--- config.mk ---
export PLATFORM = sky130hd
export DESIGN_NAME = rp_bringup_seq
export DESIGN_NICKNAME = d
export VERILOG_FILES = /design/src/rtl/rp_bringup_pkg.sv /design/src/rtl/rp_phase_timer.sv /design/src/rtl/rp_seq_ctrl.sv /design/src/rtl/rp_ctl_regs.sv /design/src/rtl/rp_bringup_seq.sv
export SDC_FILE = /design/constraint.sdc
export NUM_CORES = 1
export LEC_CHECK = 0
export BUFFER_PORTS_ARGS = -buffer_cell sky130_fd_sc_hd__buf_2
export CORE_UTILIZATION = 45
export CTS_BUF_LIST = sky130_fd_sc_hd__clkbuf_4 sky130_fd_sc_hd__clkbuf_8 sky130_fd_sc_hd__clkbuf_16
export DETAILED_ROUTE_END_ITERATION = 16
export SLEW_MARGIN = 20
export SYNTH_ARGS = -nofsm -noshare
export SYNTH_HDL_FRONTEND = slang
export SYNTH_SLANG_ARGS = --single-unit
--- constraint.sdc ---
create_clock -name clk -period 3.9 [get_ports clk]
set_input_delay 0.39 -clock clk [delete_from_list [all_inputs] [get_ports clk]]
set_output_delay 0.39 -clock clk [all_outputs]
set_load 0.02 [all_outputs]
--- src/rtl/rp_bringup_pkg.sv ---
package rp_bringup_pkg;

    typedef enum logic [3:0] {
        ST_IDLE,
        ST_TYPE,
        ST_PWR,
        ST_SETTLE,
        ST_PHY,
        ST_REGS,
        ST_PERST,
        ST_LINK,
        ST_QUIET,
        ST_READY,
        ST_ERR
    } seq_state_e;

    typedef struct packed {
        logic rc_mode;
        logic pwr_down;
        logic soft_rst;
        logic phy_req;
        logic regs_stb;
        logic perst_n;
        logic ltssm_en;
        logic cfg_ready;
        logic link_err;
    } ctl_t;

    localparam ctl_t CTL_IDLE = '{rc_mode: 1'b0, pwr_down: 1'b1, soft_rst: 1'b1,
                                  phy_req: 1'b0, regs_stb: 1'b0, perst_n: 1'b1,
                                  ltssm_en: 1'b0, cfg_ready: 1'b0, link_err: 1'b0};

    // Converts a delay in microseconds into clock cycles (never below one).
    function automatic int unsigned us_to_cyc(int unsigned mhz, int unsigned us);
        int unsigned n;
        n = mhz * us;
        return (n == 0) ? 1 : n;
    endfunction

    function automatic int unsigned max_of(int unsigned a, int unsigned b);
        return (a > b) ? a : b;
    endfunction

    // Pin pattern for each phase.
    function automatic ctl_t ctl_for(seq_state_e s);
        ctl_t c;
        c = CTL_IDLE;
        if (s != ST_IDLE) c.rc_mode = 1'b1;
        case (s)
            ST_IDLE, ST_TYPE: ;
            ST_PWR: c.pwr_down = 1'b0;
            default: begin
                c.pwr_down = 1'b0;
                c.soft_rst = 1'b0;
            end
        endcase
        case (s)
            ST_PHY:            c.phy_req  = 1'b1;
            ST_REGS:           c.regs_stb = 1'b1;
            ST_PERST:          c.perst_n  = 1'b0;
            ST_LINK, ST_QUIET: c.ltssm_en = 1'b1;
            ST_READY: begin
                c.ltssm_en  = 1'b1;
                c.cfg_ready = 1'b1;
            end
            ST_ERR:            c.link_err = 1'b1;
            default: ;
        endcase
        return c;
    endfunction

endpackage

--- src/rtl/rp_phase_timer.sv ---
module rp_phase_timer #(
    parameter int TW = 8
) (
    input  logic          clk,
    input  logic          rst,
    input  logic          load,
    input  logic [TW-1:0] load_val,
    output logic          expired
);
    logic [TW-1:0] cnt_q;

    always_ff @(posedge clk) begin
        if (rst)               cnt_q <= '0;
        else if (load)         cnt_q <= load_val;
        else if (cnt_q != '0)  cnt_q <= cnt_q - 1'b1;
    end

    assign expired = (cnt_q == '0);

    // an idle counter never wraps around from zero.
    a_r3_no_wrap: assert property (@(posedge clk) disable iff (rst)
        (!load && cnt_q == '0) |=> (cnt_q == '0));

endmodule

--- src/rtl/rp_seq_ctrl.sv ---
module rp_seq_ctrl
    import rp_bringup_pkg::*;
#(
    parameter bit          HAS_PERST  = 1'b1,
    parameter int          TW         = 8,
    parameter int unsigned SETTLE_CYC = 4,
    parameter int unsigned PERST_CYC  = 4,
    parameter int unsigned QUIET_CYC  = 4,
    parameter int unsigned TMO_CYC    = 4
) (
    input  logic          clk,
    input  logic          rst,
    input  logic          go,
    input  logic          phy_done,
    input  logic          link_up,
    input  logic          tmr_expired,
    output seq_state_e    state_d,
    output logic          tmr_load,
    output logic [TW-1:0] tmr_val
);
    seq_state_e state_q;

    always_comb begin
        state_d = state_q;
        case (state_q)
            ST_IDLE:   if (go) state_d = ST_TYPE;
            ST_TYPE:   state_d = ST_PWR;
            ST_PWR:    state_d = ST_SETTLE;
            ST_SETTLE: if (tmr_expired) state_d = ST_PHY;
            ST_PHY:    if (phy_done) state_d = ST_REGS;
            ST_REGS:   state_d = HAS_PERST ? ST_PERST : ST_LINK;
            ST_PERST:  if (tmr_expired) state_d = ST_LINK;
            ST_LINK: begin
                if (link_up)          state_d = HAS_PERST ? ST_QUIET : ST_READY;
                else if (tmr_expired) state_d = ST_ERR;
            end
            ST_QUIET:  if (tmr_expired) state_d = ST_READY;
            ST_READY:  if (go) state_d = ST_TYPE;
            ST_ERR:    if (go) state_d = ST_TYPE;
            default:   state_d = ST_IDLE;
        endcase
    end

    // The timer is reloaded on every phase change, with the new phase's length minus one.
    assign tmr_load = (state_d != state_q);

    always_comb begin
        case (state_d)
            ST_SETTLE: tmr_val = TW'(SETTLE_CYC - 1);
            ST_PERST:  tmr_val = TW'(PERST_CYC - 1);
            ST_LINK:   tmr_val = TW'(TMO_CYC - 1);
            ST_QUIET:  tmr_val = TW'(QUIET_CYC - 1);
            default:   tmr_val = '0;
        endcase
    end

    always_ff @(posedge clk) begin
        if (rst) state_q <= ST_IDLE;
        else     state_q <= state_d;
    end

    // go cannot pull a sequence in progress back to the start.
    a_r9_go_ignored_busy: assert property (@(posedge clk) disable iff (rst)
        (state_q inside {ST_TYPE, ST_PWR, ST_SETTLE, ST_PHY, ST_REGS, ST_PERST, ST_LINK, ST_QUIET})
        |=> (state_q != ST_TYPE));

endmodule

--- src/rtl/rp_ctl_regs.sv ---
module rp_ctl_regs
    import rp_bringup_pkg::*;
#(
    parameter bit HAS_PERST = 1'b1
) (
    input  logic       clk,
    input  logic       rst,
    input  seq_state_e state_d,
    output ctl_t       ctl_q
);
    ctl_t raw;
    ctl_t ctl_d;

    assign raw = ctl_for(state_d);

    generate
        if (HAS_PERST) begin : g_pin
            assign ctl_d = raw;
        end else begin : g_nopin
            always_comb begin
                ctl_d         = raw;
                ctl_d.perst_n = 1'b1;
            end
        end
    endgenerate

    always_ff @(posedge clk) begin
        if (rst) ctl_q <= CTL_IDLE;
        else     ctl_q <= ctl_d;
    end

endmodule

--- src/rtl/rp_bringup_seq.sv ---
module rp_bringup_seq
    import rp_bringup_pkg::*;
#(
    parameter int unsigned CLK_MHZ     = 250,
    parameter bit          HAS_PERST   = 1'b1,
    parameter int unsigned SETTLE_US   = 1000,
    parameter int unsigned PERST_US    = 100,
    parameter int unsigned QUIET_US    = 100000,
    parameter int unsigned LINK_TMO_US = 200000
) (
    input  logic clk,
    input  logic rst,
    input  logic go,
    input  logic phy_done,
    input  logic link_up,
    output logic rc_mode,
    output logic pwr_down,
    output logic soft_rst,
    output logic phy_init_req,
    output logic regs_setup,
    output logic perst_n,
    output logic ltssm_en,
    output logic cfg_ready,
    output logic link_err
);
    localparam int unsigned SETTLE_CYC = us_to_cyc(CLK_MHZ, SETTLE_US);
    localparam int unsigned PERST_CYC  = us_to_cyc(CLK_MHZ, PERST_US);
    localparam int unsigned QUIET_CYC  = us_to_cyc(CLK_MHZ, QUIET_US);
    localparam int unsigned TMO_CYC    = us_to_cyc(CLK_MHZ, LINK_TMO_US);
    localparam int unsigned MAX_CYC    = max_of(max_of(SETTLE_CYC, PERST_CYC),
                                                max_of(QUIET_CYC, TMO_CYC));
    localparam int          TW         = $clog2(MAX_CYC + 1);

    seq_state_e    state_d;
    logic          tmr_load;
    logic [TW-1:0] tmr_val;
    logic          tmr_expired;
    ctl_t          ctl;

    rp_seq_ctrl #(
        .HAS_PERST (HAS_PERST),
        .TW        (TW),
        .SETTLE_CYC(SETTLE_CYC),
        .PERST_CYC (PERST_CYC),
        .QUIET_CYC (QUIET_CYC),
        .TMO_CYC   (TMO_CYC)
    ) u_ctrl (
        .clk        (clk),
        .rst        (rst),
        .go         (go),
        .phy_done   (phy_done),
        .link_up    (link_up),
        .tmr_expired(tmr_expired),
        .state_d    (state_d),
        .tmr_load   (tmr_load),
        .tmr_val    (tmr_val)
    );

    rp_phase_timer #(.TW(TW)) u_tmr (
        .clk     (clk),
        .rst     (rst),
        .load    (tmr_load),
        .load_val(tmr_val),
        .expired (tmr_expired)
    );

    rp_ctl_regs #(.HAS_PERST(HAS_PERST)) u_regs (
        .clk    (clk),
        .rst    (rst),
        .state_d(state_d),
        .ctl_q  (ctl)
    );

    assign rc_mode      = ctl.rc_mode;
    assign pwr_down     = ctl.pwr_down;
    assign soft_rst     = ctl.soft_rst;
    assign phy_init_req = ctl.phy_req;
    assign regs_setup   = ctl.regs_stb;
    assign perst_n      = ctl.perst_n;
    assign ltssm_en     = ctl.ltssm_en;
    assign cfg_ready    = ctl.cfg_ready;
    assign link_err     = ctl.link_err;

    // powerdown is released only in root-complex mode, while soft reset is still asserted.
    a_r2_pwr_before_rst: assert property (@(posedge clk) disable iff (rst)
        $fell(pwr_down) |-> (rc_mode && soft_rst));

    // soft reset is released only after powerdown has been released.
    a_r2_rst_after_pwr: assert property (@(posedge clk) disable iff (rst)
        $fell(soft_rst) |-> (!pwr_down && rc_mode));

    // training stays off while the PHY is being initialised.
    a_r4_phy_no_train: assert property (@(posedge clk) disable iff (rst)
        phy_init_req |-> !ltssm_en);

    // the register-setup strobe lasts a single cycle.
    a_r5_strobe_single: assert property (@(posedge clk) disable iff (rst)
        regs_setup |=> !regs_setup);

    // no training while the fundamental reset is driven; training starts as the reset is released.
    a_r6_no_train_in_perst: assert property (@(posedge clk) disable iff (rst)
        !perst_n |-> !ltssm_en);
    a_r6_train_on_release: assert property (@(posedge clk) disable iff (rst)
        $rose(perst_n) |-> ltssm_en);

    // ready implies both resets are released and training is enabled.
    a_r7_ready_trained: assert property (@(posedge clk) disable iff (rst)
        cfg_ready |-> (ltssm_en && !pwr_down && !soft_rst));

    // the error state has training off and is never ready.
    a_r8_err_quiet: assert property (@(posedge clk) disable iff (rst)
        link_err |-> (!ltssm_en && !cfg_ready));

    // the error state persists until go.
    a_r8_err_sticky: assert property (@(posedge clk) disable iff (rst)
        (link_err && !go) |=> link_err);

endmodule

; Word-level counts from Yosys, hierarchy flattened
; Cells that the tools add are included.
[word_totals]
inputBits = 5
ff_bits = 39
[classes]
n_eq_ne = 21
muxes = 20
n_reduce_logical = 10
n_addsub = 1
[ops]
columns = cell, count
row1 = case mux 26 bit (4 select lines), 1
row2 = two-way mux 26 bit, 2
row3 = case mux 4 bit (9 select lines), 1
row4 = "equality test 4 x 3 -> 1 bit, second input constant", 8
row5 = two-way mux 4 bit, 7
row6 = logical NOT 26 bit, 1
row7 = nonzero test 26 bit, 1
row8 = "subtractor 26 x 1 -> 26 bit, second input constant", 1
row9 = "equality test 4 bit, second input constant", 6
row10 = "equality test 4 x 2 -> 1 bit, second input constant", 4
row11 = two-way mux 1 bit, 9
row12 = OR reduction 3 bit, 3
row13 = "equality test 4 x 1 -> 1 bit, second input constant", 2
row14 = logical NOT 4 bit, 2
row15 = inequality test 4 bit, 1
row16 = nonzero test 4 bit, 1
row17 = nonzero test 2 bit, 1
row18 = OR reduction 2 bit, 1

; Depth between registers and ports, before layout
; Gate-level depths: netlist of run 1.
[logic_depth]
depth_word = 7
ltp_mapped = 11
mapped_depth_nobuf = 8

; Modules after synthesis
; A second synthesis of run 1 with hierarchy kept.
[hier_totals]
cells_unflattened = 300
hier_area_um2 = 2444.8
[by_module_without_submodules]
columns = module, area_each_um2, cells_each, instances
row1 = rp_phase_timer, 1521.5, 187, 1
row2 = rp_seq_ctrl, 625.6, 86, 1
row3 = rp_ctl_regs, 297.8, 27, 1

; Worst setup path after synthesis of run 1
; No wires, ideal clock.
[synth_path]
path_kind = flip-flop to flip-flop
startpoint = reg u_tmr.cnt_q[0]
endpoint = reg u_tmr.cnt_q[3]
setup_ns = 0.137
setup_slack_ns = 1.581
path_stages_with_launch = 11
period_less_slack_ns = 2.319
arrival_ns = 2.183
required_time_ns = 3.763
path_cell_list = dfxtp_1 -> inv_1 -> ha_1 -> or3b_4 -> and4b_1 -> buf_2 -> nand2_1 -> buf_2 -> a211o_1 -> a211oi_1 -> a211oi_1
[synth_between]
elab_chain_len = 7
elab_cells_between_ends = 18
[synth_rtl]
columns = item, line_no
row1 = from (decl), rp_phase_timer.sv:10  ; logic [TW-1:0] cnt_q;
row2 = from (signal assigned), rp_phase_timer.sv:14  ; else if (load) cnt_q <= load_val;
row3 = from (signal assigned), rp_phase_timer.sv:15  ; else if (cnt_q != '0) cnt_q <= cnt_q - 1'b1;
row4 = logical NOT 26 bit, rp_phase_timer.sv:18  ; assign expired = (cnt_q == '0);
row5 = two-way mux 4 bit, rp_seq_ctrl.sv:35  ; else if (tmr_expired) state_d = ST_ERR;
row6 = two-way mux 4 bit, rp_seq_ctrl.sv:34  ; if (link_up) state_d = HAS_PERST ? ST_QUIET : ST_READY;
row7 = case mux 4 bit (9 select lines), rp_seq_ctrl.sv:25  ; case (state_q)
row8 = "equality test 4 bit, or another cell as far along", rp_seq_ctrl.sv:48  ; case (state_d)
row9 = case mux 26 bit (4 select lines), rp_seq_ctrl.sv:48
row10 = two-way mux 26 bit, rp_phase_timer.sv:14
; Several ways; a longest one is shown, not always the timed one. The select of a mux whose other input is x is not followed.
; A chain may end at the register's enable or synchronous reset.

; Worst setup path after layout of run 1
[layout_path]
startpoint = reg u_tmr.cnt_q[0]
endpoint = reg u_tmr.cnt_q[21]
; The elaborated chain is that of the path after synthesis.

==> results of run 1 <==
-- power by group through the flow --
stage | logic (mW) | clock network, mW | registers, mW
final | 0.836 | 0.305 | 0.602
after global routing | 0.929 | 0.327 | 0.615
after CTS | 0.835 | 0.310 | 0.598
after detailed placement | 0.830 | 0 | 0.606
after global placement | 0.839 | 0 | 0.608
after floorplan | 0.691 | 0 | 0.577
-- cell families after synthesis --
kind of cell | share of synthesized area
flip-flops | 0.3521
multiplexers | 0.005079
AND/OR/NAND/NOR | 0.3138
AO/OA/AOI/OAI | 0.2122
XOR/XNOR | 0.07506
adder cells (fa/ha/maj) | 0.005642
buffers and inverters | 0.03611
-- sequential cells by signal, summed over array words and instances (netlist names) --
name            flops
u_regs.ctl_q        9
u_ctrl.state_q      4
u_tmr.cnt_q        26
-- cell type report --
cell class	instances	area [µm²]
clock inverters	1	7.507
flip-flops and latches	39	780.7
multi-input cells	201	1356
well taps	67	83.83
fillers	471	2303
inverters	6	22.52
clock buffers	7	96.34
repair buffers	14	72.57
-- cell usage after synthesis (2+ instances only) --
cell / n / area, µm²
or4_1: 3 / 22.52
nor4_1: 6 / 37.54
a211o_1: 2 / 17.52
o21ai_0: 9 / 45.04
inv_1: 5 / 18.77
o21ai_2: 2 / 17.52
a21oi_1: 20 / 100.1
nor3_1: 11 / 55.05
o21a_1: 3 / 22.52
or4_4: 3 / 33.78
nand2_1: 22 / 82.58
and3_1: 2 / 12.51
nor3b_1: 3 / 22.52
nor2_1: 23 / 86.33
or2_2: 2 / 12.51
or3b_2: 2 / 17.52
nand3_1: 8 / 40.04
clkbuf_1: 3 / 11.26
xnor2_1: 8 / 70.07
dfxtp_1: 39 / 780.8
and2_1: 2 / 12.51
o31ai_1: 4 / 30.03
nand2b_1: 6 / 37.54
a221oi_1: 4 / 35.03
xor2_1: 11 / 96.34
buf_2: 7 / 35.03
nand3b_1: 3 / 22.52
or3_1: 6 / 37.54
nor4_4: 2 / 42.54
a211oi_1: 6 / 45.04
nor2b_1: 2 / 12.51
-- worst paths after layout --
check | cells after the start | slack, ns | endpoint
worst max register to register | 8 | 1.10 | u_tmr.cnt_q[21]$_SDFFE_PP0P_
worst min-delay path | 2 | 0.48 | u_ctrl.state_q[1]$_SDFF_PP0_
worst max-delay path | 8 | 1.10 | u_tmr.cnt_q[21]$_SDFFE_PP0P_
worst min register to register | 2 | 0.60 | u_tmr.cnt_q[20]$_SDFFE_PP0P_
-- through the flow --
step	utilization	hold WS (ns)	total power, mW	worst slack [ns]	cells
floorplan	-	0.5460	1.268	1.581	258
global placement	0.4903	0.5880	1.446	1.259	327
detailed placement	0.4903	0.5753	1.436	1.134	327
CTS	0.5123	0.4851	1.744	1.126	335
global route	0.5123	0.4872	1.871	0.8791	335
finish	0.5123	0.4821	1.742	1.095	335
-- layout by cell type (no fill, tap or decap), drive strengths merged, types with 6 or more instances in the layout --
master / synthesis / layout
dfxtp: 39 / 39
clkbuf: 3 / 7
nand2b: 6 / 6
nand3: 8 / 8
or3: 6 / 6
buf: 9 / 14
nand2: 22 / 22
o21ai: 12 / 12
a21oi: 20 / 20
xor2: 11 / 11
nor2: 23 / 23
nor4: 9 / 9
nor3: 12 / 12
or4: 6 / 6
a211oi: 7 / 7
xnor2: 8 / 8
-- metal layers --
metal  global-route usage  vias up  part of all wire
li1                     -      970                 -
met1               0.3209      911              0.48
met2               0.3572       54              0.46
met3              0.05833       10             0.050
met4              0.06536        0             0.016
met5                    0        -                 0
==> run metrics, run 1 <==
Fin Setup TNS 0 ns; CTS tree built; root buffer cell clkbuf_8; CP startpoint u_tmr.cnt_q[0]$_SDFFE_PP0P_; Hold Crit Start rst; GR Overflow Total 0; first-pass GRT wire length 9149 µm; Setup-failing EPs final 0; hold buffers post-CTS 0; Core ar. 4723 µm²; Reg power frac 0.345; status finished, final reports clean; reg2reg start u_tmr.cnt_q[0]$_SDFFE_PP0P_; EDFF count, synth 0; synthesis warning total 0; Worst setup EP type register; min-delay worst type primary input to register; internal power 0.9883 mW; maximum vdd ir drop 0.3130 mV; RSZ-0062 raised after global routing no; share of cells above drive strength 1 0.1642; Syn-to-layout area delta 9.142%; Die Y 72.19 µm; Max Slew Vio Count 0; Max stage delay on crit path 0.52 ns; FF+latch count, synth 39; max-cap violation count 0; RePlAce Congestion 0.8531; I/O pin cnt 14; clock slew at reported path FFs 0.08 ns; pwr dens 720.0 nW/µm²; Cell Area, Synth 2217 µm²; sw frac 0.4328; Worst-Margin Slew 0.7789 ns; Crit-path slowest cell o311ai_2; cell family with most CP delay simple AND/OR/NAND/NOR gates; setup bufs post-CTS 0; CTS Buf Count 5; Max H-tree Level 2; Final Hold Fails 0; vias per cell 5.806; row count 25; crit path cell chain inv_1 -> ha_1 -> or3b_4 -> and4b_1 -> nand2_1 -> o21a_2 -> o311ai_2 -> a21oi_1; n_diodes 0; Post-DP Area 2316 µm²; fmax 356.5 MHz; Buffers on Ports 13; post-synth cell types 60; pin count of the biggest net entering global routing 19; combinational share of power 0.480; Syn Nets 264; post-synthesis average cell area 8.594 µm²; cts repair resizes 0; DRT antenna net count 0; Worst Path Arrival 2.97 ns; Leak 0.9168 nW; min Tclk post-route 2.805 ns; CTS max path bufs 2; Routed WL 5443 µm; Clock Latency Late Sink 0.29 ns; Final nets 273; crit-path max FO 15; worst relative slew slack 0.4794; Clock Power Share 0.175; Initial DRT Pass Iterations 6; Cells after Synth 258; ys async rst share 0; HPWL Detailed 4046 µm; Worst Path Buf+Inv 1; DR vias 1945; number of antenna violations at the first check in global routing 0; CP Class register to register; Seq/Total Area, Yosys 0.3521; GRT Total Usage 0.2316; post-route cell area 2420 µm²; Max Clock Skew 0.002115 ns; vias in the first global route 1826; 1st-iter DRT viols 92; Top FF cell, synth dfxtp_1; wire per inst 16.25 µm; initial core utilization 0.4694; P_sw 0.7540 mW; crit share post-route 0.7192; Crit path required time 4.06 ns; Die Wd 72.19 µm; Die ar. 5211 µm²; Startpoint Class register; DRC errors left 0; Sink Count 39
No activity file was read; power rests on OpenSTA's default activity.
==> run 2: changes to the inputs <==
==> constraint.sdc (replaced) <==
create_clock -name clk -period 2.6 [get_ports clk]
set_input_delay 0.26 -clock clk [delete_from_list [all_inputs] [get_ports clk]]
set_output_delay 0.26 -clock clk [all_outputs]
set_load 0.02 [all_outputs]
==> run metrics, run 2 (synthesis gave the netlist of run 1 again) <==
reg2reg start u_tmr.cnt_q[0]$_SDFFE_PP0P_; clock slew at reported path FFs 0.07 ns (about the same); Register Area 780.7 µm² (unchanged); fmax 401.1 MHz (+13%); Sink Count 39 (unchanged); hold buffers post-CTS 0 (unchanged); max FFs per register 26 (unchanged); CP Class register to register; number of antenna violations at the first check in global routing 0 (unchanged); crit share post-route 0.9588 (+0.2396); vias in the first global route 1877 (+2.8%); I/O pin cnt 14 (unchanged); Die Y 72.19 µm (unchanged); R2R cell count 8 (unchanged); DR vias 1985 (+2.1%); DRT antenna net count 0 (unchanged); Max Slew Vio Count 0 (unchanged); CP Capture Point u_tmr.cnt_q[2]$_SDFFE_PP0P_; initial core utilization 0.4694 (unchanged); CTS max path bufs 2 (unchanged); Syn-to-layout area delta 14.50%; setup bufs post-CTS 0 (unchanged); min Tclk post-route 2.493 ns (-0.3120 ns); Leak 0.9878 nW (+7.7%); n_diodes 0 (unchanged); share of cells above drive strength 1 0.2120 (+0.04784); CP startpoint u_tmr.cnt_q[0]$_SDFFE_PP0P_; GR Overflow Total 0 (unchanged); Final Hold Fails 0 (unchanged); RePlAce Congestion 0.8296 (-2.8%); Die ar. 5211 µm² (unchanged); crit-path max FO 8 (-7); Final nets 288 (+5.5%); commonest cells after routing, fill and taps aside dfxtp_1, nor2_1, nand2_1; Clock Latency Late Sink 0.29 ns (about the same); 1st-iter DRT viols 102 (+11%); first-pass GRT wire length 9480 µm (+3.6%); row count 25 (unchanged); DRC errors left 0 (unchanged); status finished, final reports clean; internal power 1.529 mW (+55%); HPWL Detailed 4075 µm (+0.72%); CTS Buf Count 5 (unchanged); min-delay worst type primary input to register; post-route cell area 2539 µm² (+4.9%); Max Clock Skew 0.005654 ns (+0.003540 ns); Layout fillers 444 (-5.7%); root buffer cell clkbuf_8; cts repair resizes 0 (unchanged); most common cell after layout, fill and taps aside dfxtp_1; max-cap violation count 0 (unchanged); reg-to-reg critical path endpoint u_tmr.cnt_q[2]$_SDFFE_PP0P_; Worst-Margin Slew 0.7143 ns (-0.06458 ns); Die Wd 72.19 µm (unchanged); Largest regs u_tmr.cnt_q x26, u_regs.ctl_q x9, u_ctrl.state_q x4; R2R setup slack 0.11 ns (-0.99 ns); Post-DP Area 2429 µm² (+4.9%); Initial DRT Pass Iterations 4 (-2); CTS tree built; Reg power frac 0.332 (-0.013); pin count of the biggest net entering global routing 19 (unchanged); GRT Total Usage 0.2341 (+0.002532); Top reg by flops u_tmr.cnt_q; Core ar. 4723 µm² (unchanged); RSZ-0062 raised after global routing no; pwr dens 1053 nW/µm² (+46%); sw frac 0.4279 (-0.004814); P_sw 1.143 mW (+52%); Worst Path Arrival 2.70 ns (-0.27 ns); Worst setup EP type register; Buffers on Ports 13 (unchanged); Fin Setup TNS 0 ns (unchanged); worst relative slew slack 0.5206 (+0.04122); multi-input logic area 1378 µm² (+1.6%); Crit path required time 2.80 ns (-1.26 ns); combinational share of power 0.516 (+0.036); Routed WL 5535 µm (+1.7%); Startpoint Class register; vias per cell 5.671 (-2.3%); Clock Power Share 0.152 (-0.023); maximum vdd ir drop 0.4312 mV (+38%); wire per inst 15.81 µm (-2.7%); Hold Path Depth 2 (unchanged); Max H-tree Level 2 (unchanged); Setup-failing EPs final 0 (unchanged)
-- run 2: cell count changes in the layout (fill, tap and decap cells not counted) --
cell	before	now
nor3_4	0	1
nor4b_4	0	1
buf_4	1	16
nor3_2	1	0
nor4b_2	1	0
a221oi_2	0	1
clkinv_2	0	1
clkbuf_4	0	1
clkbuf_8	7	5
a221oi_1	4	3
-- run 2: routing by layer --
| metal | part of all wire | wire length, µm | global-route usage | up-vias |
|---|---|---|---|---|
| li1 | - | - | - | 1000 |
| met1 | 0.48 | 2643 | 0.3149 | 938 |
| met2 | 0.47 | 2604 | 0.3738 | 36 |
| met3 | 0.034 | 188 | 0.04444 | 11 |
| met4 | 0.018 | 99 | 0.08497 | 0 |
| met5 | 0 | 0 | 0 | - |
-- run 2: power groups by stage --
stage	logic [mW]	registers, mW	clock network [mW]
2_1_floorplan	1.04	0.865	0
3_3_place_gp	1.36	0.898	0
3_5_place_dp	1.35	0.897	0
4_1_cts	1.36	0.886	0.423
5_1_grt	1.52	0.908	0.441
6_report	1.38	0.887	0.407
-- run 2: worst min-delay path by stage --
| stage | startpoint | slack [ns] | end |
|---|---|---|---|
| floorplan | u_tmr.cnt_q[21]$_SDFFE_PP0P_ | 0.55 | u_tmr.cnt_q[21]$_SDFFE_PP0P_ |
| global placement | u_tmr.cnt_q[21]$_SDFFE_PP0P_ | 0.58 | u_tmr.cnt_q[21]$_SDFFE_PP0P_ |
| detailed placement | u_tmr.cnt_q[20]$_SDFFE_PP0P_ | 0.57 | u_tmr.cnt_q[20]$_SDFFE_PP0P_ |
| CTS | rst | 0.36 | u_ctrl.state_q[1]$_SDFF_PP0_ |
| global route | rst | 0.38 | u_ctrl.state_q[1]$_SDFF_PP0_ |
| finish | rst | 0.37 | u_ctrl.state_q[1]$_SDFF_PP0_ |
-- run 2: layout make-up --
cell class | instances | area share
multi-input combinational | 201 | 0.5426
sequential | 39 | 0.3075
timing repair buffer | 29 | 0.07294
tap | 67 | 0.03302
clock buffer | 6 | 0.03006
inverter | 6 | 0.008871
clock inverter | 2 | 0.004929
-- run 2: critical path: stages (launching register included) --
cell and delay [ns]:
dfxtp_1 0.34, inv_1 0.06, ha_1 0.18, or3b_4 0.42
nand4b_4 0.27, or4_4 0.57, o21ai_2 0.16, nor3_4 0.11
a221oi_1 0.29
-- run 2: through the flow --
| stage | setup WS (ns) | util | hold WS (ns) | std cells | power (mW) |
|---|---|---|---|---|---|
| finish | 0.1071 | 0.5375 | 0.3727 | 350 | 2.672 |
| global route | 0.003638 | 0.5375 | 0.3752 | 350 | 2.868 |
| detailed placement | 0.09804 | 0.5142 | 0.5746 | 342 | 2.246 |
| floorplan | 0.2805 | - | 0.5460 | 258 | 1.902 |
| CTS | 0.06098 | 0.5330 | 0.3594 | 350 | 2.667 |
| global placement | 0.1738 | 0.5142 | 0.5791 | 342 | 2.258 |
